File: config.mk
export PLATFORM = sky130hd
export DESIGN_NAME = bank_mapper
export DESIGN_NICKNAME = d
export VERILOG_FILES = /design/src/rtl/bank_mapper_pkg.sv /design/src/rtl/bank_mapper_decode.sv /design/src/rtl/bank_mapper_regs.sv /design/src/rtl/bank_mapper_wrap.sv /design/src/rtl/bank_mapper.sv
export SDC_FILE = /design/constraint.sdc
export NUM_CORES = 1
export LEC_CHECK = 0
export BUFFER_PORTS_ARGS = -buffer_cell sky130_fd_sc_hd__buf_2
export CORE_AREA = 8 8 45 47
export DETAILED_ROUTE_END_ITERATION = 8
export DIE_AREA = 0 0 53 55
export GPL_ROUTABILITY_DRIVEN = 0
export PLACE_DENSITY = 0.7
export SLEW_MARGIN = 5
export SYNTH_ARGS = -nofsm -noshare
export SYNTH_HDL_FRONTEND = slang
export SYNTH_SLANG_ARGS = --single-unit
File: constraint.sdc
create_clock -name clk -period 1.08 [get_ports clk]
set_input_delay 0.108 -clock clk [delete_from_list [all_inputs] [get_ports clk]]
set_output_delay 0.108 -clock clk [all_outputs]
set_load 0.005 [all_outputs]
File: src/rtl/bank_mapper_pkg.sv
package bank_mapper_pkg;
  localparam int LOW_W  = 5;
  localparam int HI_W   = 2;
  localparam int BANK_W = LOW_W + HI_W;
  localparam int RSEL_W = 2;
  localparam int NRGN   = 4;
  localparam logic [7:0] EN_KEY  = 8'h0A;
  localparam logic [7:0] DIS_KEY = 8'h00;
  localparam logic [2:0] RAM_WIN = 3'b101;

  function automatic logic [LOW_W-1:0] fix_low(input logic [LOW_W-1:0] v);
    return (v == '0) ? LOW_W'(1) : v;
  endfunction

  function automatic logic [BANK_W-1:0] wrap_bank(input logic [BANK_W-1:0] b,
                                                  input int unsigned banks);
    return b & BANK_W'(banks - 1);
  endfunction
endpackage

File: src/rtl/bank_mapper_decode.sv
module bank_mapper_decode
  import bank_mapper_pkg::*;
(
  input  logic            wr_en,
  input  logic [2:0]      addr_top,
  output logic [NRGN-1:0] wr_rgn,
  output logic            in_ram_win
);
  for (genvar g = 0; g < NRGN; g++) begin : g_rgn
    assign wr_rgn[g] = wr_en && !addr_top[2] && (addr_top[1:0] == 2'(g));
  end
  assign in_ram_win = (addr_top == RAM_WIN);
endmodule

File: src/rtl/bank_mapper_regs.sv
module bank_mapper_regs
  import bank_mapper_pkg::*;
(
  input  logic              clk,
  input  logic              rst_n,
  input  logic [NRGN-1:0]   wr_rgn,
  input  logic [7:0]        wdata,
  output logic              ram_en_q,
  output logic              mode_q,
  output logic [BANK_W-1:0] rom_bank_raw,
  output logic [RSEL_W-1:0] ram_bank_q
);
  logic [LOW_W-1:0] lo_q;
  logic [HI_W-1:0]  hi_q;

  always_ff @(posedge clk or negedge rst_n) begin
    if (!rst_n) begin
      ram_en_q   <= 1'b0;
      mode_q     <= 1'b0;
      lo_q       <= LOW_W'(1);
      hi_q       <= '0;
      ram_bank_q <= '0;
    end else begin
      if (wr_rgn[0]) begin
        if (wdata == EN_KEY)       ram_en_q <= 1'b1;
        else if (wdata == DIS_KEY) ram_en_q <= 1'b0;
      end
      if (wr_rgn[1]) lo_q <= fix_low(wdata[LOW_W-1:0]);
      if (wr_rgn[2]) begin
        if (mode_q) ram_bank_q <= wdata[RSEL_W-1:0];
        else        hi_q       <= wdata[HI_W-1:0];
      end
      if (wr_rgn[3]) begin
        mode_q <= wdata[0];
        if (wdata[0]) hi_q       <= '0;
        else          ram_bank_q <= '0;
      end
    end
  end

  assign rom_bank_raw = {hi_q, lo_q};
endmodule

File: src/rtl/bank_mapper_wrap.sv
module bank_mapper_wrap
  import bank_mapper_pkg::*;
#(
  parameter int unsigned ROM_BANKS = 64
) (
  input  logic [BANK_W-1:0] raw,
  output logic [BANK_W-1:0] eff
);
  assign eff = wrap_bank(raw, ROM_BANKS);
endmodule

File: src/rtl/bank_mapper.sv
module bank_mapper
  import bank_mapper_pkg::*;
#(
  parameter int unsigned ROM_BANKS = 64
) (
  input  logic              clk,
  input  logic              rst_n,
  input  logic              wr_en,
  input  logic [2:0]        addr_top,
  input  logic [7:0]        wdata,
  output logic [BANK_W-1:0] rom_bank_o,
  output logic [RSEL_W-1:0] ram_bank_o,
  output logic              ram_ce_o
);
  logic [NRGN-1:0]   wr_rgn;
  logic              in_ram_win;
  logic              ram_en_q;
  logic              mode_q;
  logic [BANK_W-1:0] rom_bank_raw;

  bank_mapper_decode u_dec (
    .wr_en(wr_en), .addr_top(addr_top), .wr_rgn(wr_rgn), .in_ram_win(in_ram_win)
  );

  bank_mapper_regs u_regs (
    .clk(clk), .rst_n(rst_n), .wr_rgn(wr_rgn), .wdata(wdata),
    .ram_en_q(ram_en_q), .mode_q(mode_q), .rom_bank_raw(rom_bank_raw),
    .ram_bank_q(ram_bank_o)
  );

  bank_mapper_wrap #(.ROM_BANKS(ROM_BANKS)) u_wrap (
    .raw(rom_bank_raw), .eff(rom_bank_o)
  );

  assign ram_ce_o = ram_en_q && in_ram_win;
endmodule

==> summary.md <==
| Metric | Value |
|---|---|
| Die area | 2920 sq um |
| Startpoint types | flip-flop |
| Initial Util | 39.1% |
| Post-synth top cells | dfrtp_1, a21oi_1, inv_1, mux2_4, o21ai_0 |
| Vias in the first global route | roughly 550 |
| LEAKAGE | 0.000379 uW |
| N_diodes | 0 |
| DR vias | 510 |
| Total wire length | around 1.5 mm |
| Worst clock skew | 0.00138 ns |
| Async set-reset flop share out of synthesis | 100% |
| Routed len/inst | 15.0 um |
| Post-DP HPWL | 1.17 mm |
| Overflow after GRT | 0 |
| Number of remaining DRC errors | 0 |
| Iter 0 DRT Violations | 10 |
| First-pass GRT wire length | about 2.4 mm |
| Final Net Count | between 90 and 100 |
| # IOs | 24 |
| CP Capture Type | primary output |
| Hold crit path type | in2reg |
| Combinational Power Share | 25.3% |
| Post-synth top flop | dfrtp_1 |
| Area Growth Syn to Fin | 40.7% |
| Synth area leaders | dfrtp_1, mux2_4, dfstp_2 |
| Syn_nets | 66 |
| Vias per inst | roughly 5.2 |
| Post-synth EDFFs | 0 |
| Worst endpoint required time | 0.97 ns |
| Die Y | approximately 55 um |
| Sequential element share of the synthesized area | around 47% |
| TritonRoute pass-1 iters | 4 |
| Routed Antenna Nets | 0 |
| I/O Buffers | 22 |
| Final Util | roughly 55% |
| Share of the synthesized area in the top cell type | between 40% and 50% |
| Switching power total | 284 uW |
| Final period util | roughly 96% |
| CTS tree | done |
| GR Util All Layers | 10.9% |
| Root buf cell | clkbuf_4 |
| Chip width | ~53 um |
| Clk sinks | 10 |
| WS Path Type | reg2out |
| Largest net degree at the start of global routing | 11 |
| Distinct cells, synth | 22 |
| Status | finished clean |
| Clock transition at the registers of the reported paths | roughly 0.07 ns |
| Worst ir drop on vdd | a little over 0.0007 V |
| Num CTS Buffers | 3 |
| Final min period | a little over 1 ns |
| Sequential cell fraction of total power | 44.0% |
| Max Cap Viol | 0 |
| Synthesized area | between 500 and 600 sq um |
| Peak Freq | ~970 MHz |
| Yosys reg bits | 10 |
| Most frequent cell after synthesis | dfrtp_1 |
| H-tree depth | 1 |
| Arrival time at the worst endpoint | between 0.9 and 1 ns |
| Syn Area/Cell | between 10 and 15 sq um |
| Switching fraction of total power | 26.1% |
| Final hold viol count | 0 |
| Fin. max-slew vios | 0 |
| Fillcell total | 129 |
| Final WS setup | 0.0452 ns |
| CP Max Fanout | 2 |
| Post-synth top area cell | dfrtp_1 |
| P per Cell Area | roughly 1400 nW/um^2 |
| Worst-skew pair later-pin latency | ~0.26 ns |
| Clock power frac | about 31% |
| Internal | 803 uW |
| RSZ-0062 raised after global routing | no |
| Initial antenna violation count | 0 |
| Worst-case clock buffer depth | 2 |
| Core area | ~1400 sq um |
| Post-Syn Instances | 52 |
| Row count | 14 |
| Final Setup Violations | 0 |
| Pre-CTS setup slack | -0.0508 ns |
| Layout cells sized above 1 | between 40% and 50% |
| Ys Warns | 0 |
[layout by cell type, fill, tap and decap left out, drive strengths merged]
master / n
o22ai: 2
clkbuf: 4
nor3: 3
dfstp: 1
a2bb2oi: 2
nor2: 3
nor4bb: 1
dlygate4sd3: 1
and4b: 1
nor4b: 1
nand4: 1
conb: 1
and4bb: 1
a21oi: 5
o21ai: 4
nand2: 2
mux2: 4
o31ai: 1
inv: 5
dfrtp: 9
buf: 29
a41oi: 1
nand3b: 1
[power groups by stage]
stage / sequential, uW / clock, uW / combinational [uW]
after CTS: 479 / 337 / 264
after floorplan: 487 / 0 / 120
after global routing: 489 / 362 / 304
final: 478 / 334 / 275
after detailed placement: 486 / 0 / 260
after global placement: 480 / 0 / 254
[path summary, 6_finish.rpt]
path	cells after the start	to	slack, ns	start
worst max-delay path	3	ram_ce_o	0.05	u_regs.ram_en_q$_DFFE_PN0P_
max in group asynchronous	2	u_regs.lo_q[0]$_DFFE_PN1P_	0.59	rst_n
worst max register to register	3	u_regs.hi_q[0]$_DFF_PN0_	0.06	u_regs.mode_q$_DFFE_PN0P_
worst min register to register	2	u_regs.lo_q[0]$_DFFE_PN1P_	0.50	u_regs.lo_q[0]$_DFFE_PN1P_
min in group asynchronous	2	u_regs.lo_q[3]$_DFFE_PN0P_	0.24	rst_n
worst min-delay path	2	u_regs.lo_q[2]$_DFFE_PN0P_	0.1	wdata[2]
[layer usage]
metal	part of all wire, %	routed length (um)	GRT usage (%)
met1	43	638	13.5
met2	50	746	18.2
met3	6.6	98	2.94
met5	0	0	0
met4	0	0	2.59
[per-stage QoR]
step	power (uW)	hold slack, ns	TNS [ns]	instances	cell area [sq um]
final	1090	0.0988	0	99	761
after global routing	1160	0.0969	0	99	761
after CTS	1080	0.0999	0	98	736
after detailed placement	746	-0.0205	-0.183	93	689
after global placement	734	-0.0240	-0.0750	93	689
after floorplan	607	-0.188	0	52	541
[cell families after synthesis]
logic type,after synthesis,share of synthesized area (%)
and+or+nand+nor,14,16.4
AOI/OAI and AO/OA,15,16.9
DFF,10,46.5
muxes,4,11.1
buffers and inverters,8,8.33
other,1,0.694
[sequential cells by signal, summed over array words and instances, names as in the netlist]
name,flops
u_regs.lo_q,5
u_regs.ram_bank_q,2
u_regs.hi_q,1
u_regs.mode_q,1
u_regs.ram_en_q,1
[layout make-up]
cell class / count / area (sq um) / share of cell area (%)
Clock buffer: 4 / 36.3 / 4.77
Inverter: 5 / 18.8 / 2.47
Timing Repair Buffer: 30 / 173 / 22.7
Multi-Input combinational cell: 34 / 262 / 34.4
Tap cell: 16 / 20.0 / 2.63
Sequential cell: 10 / 251 / 33.1
[critical path: stages (launching register included)]
cell,delay [ns]
dfrtp_1,0.36
nand2_1,0.08
nor3_2,0.11
buf_2,0.13
[repair_timing]
action                     in CTS  in global routing
hold buffers                    1                  0
buffers inserted                0                  1
gates resized for setup         0                  3
hold endpoints to repair       10                  0
setup endpoints to repair       0                  3
(Power assumes the default switching activity.)
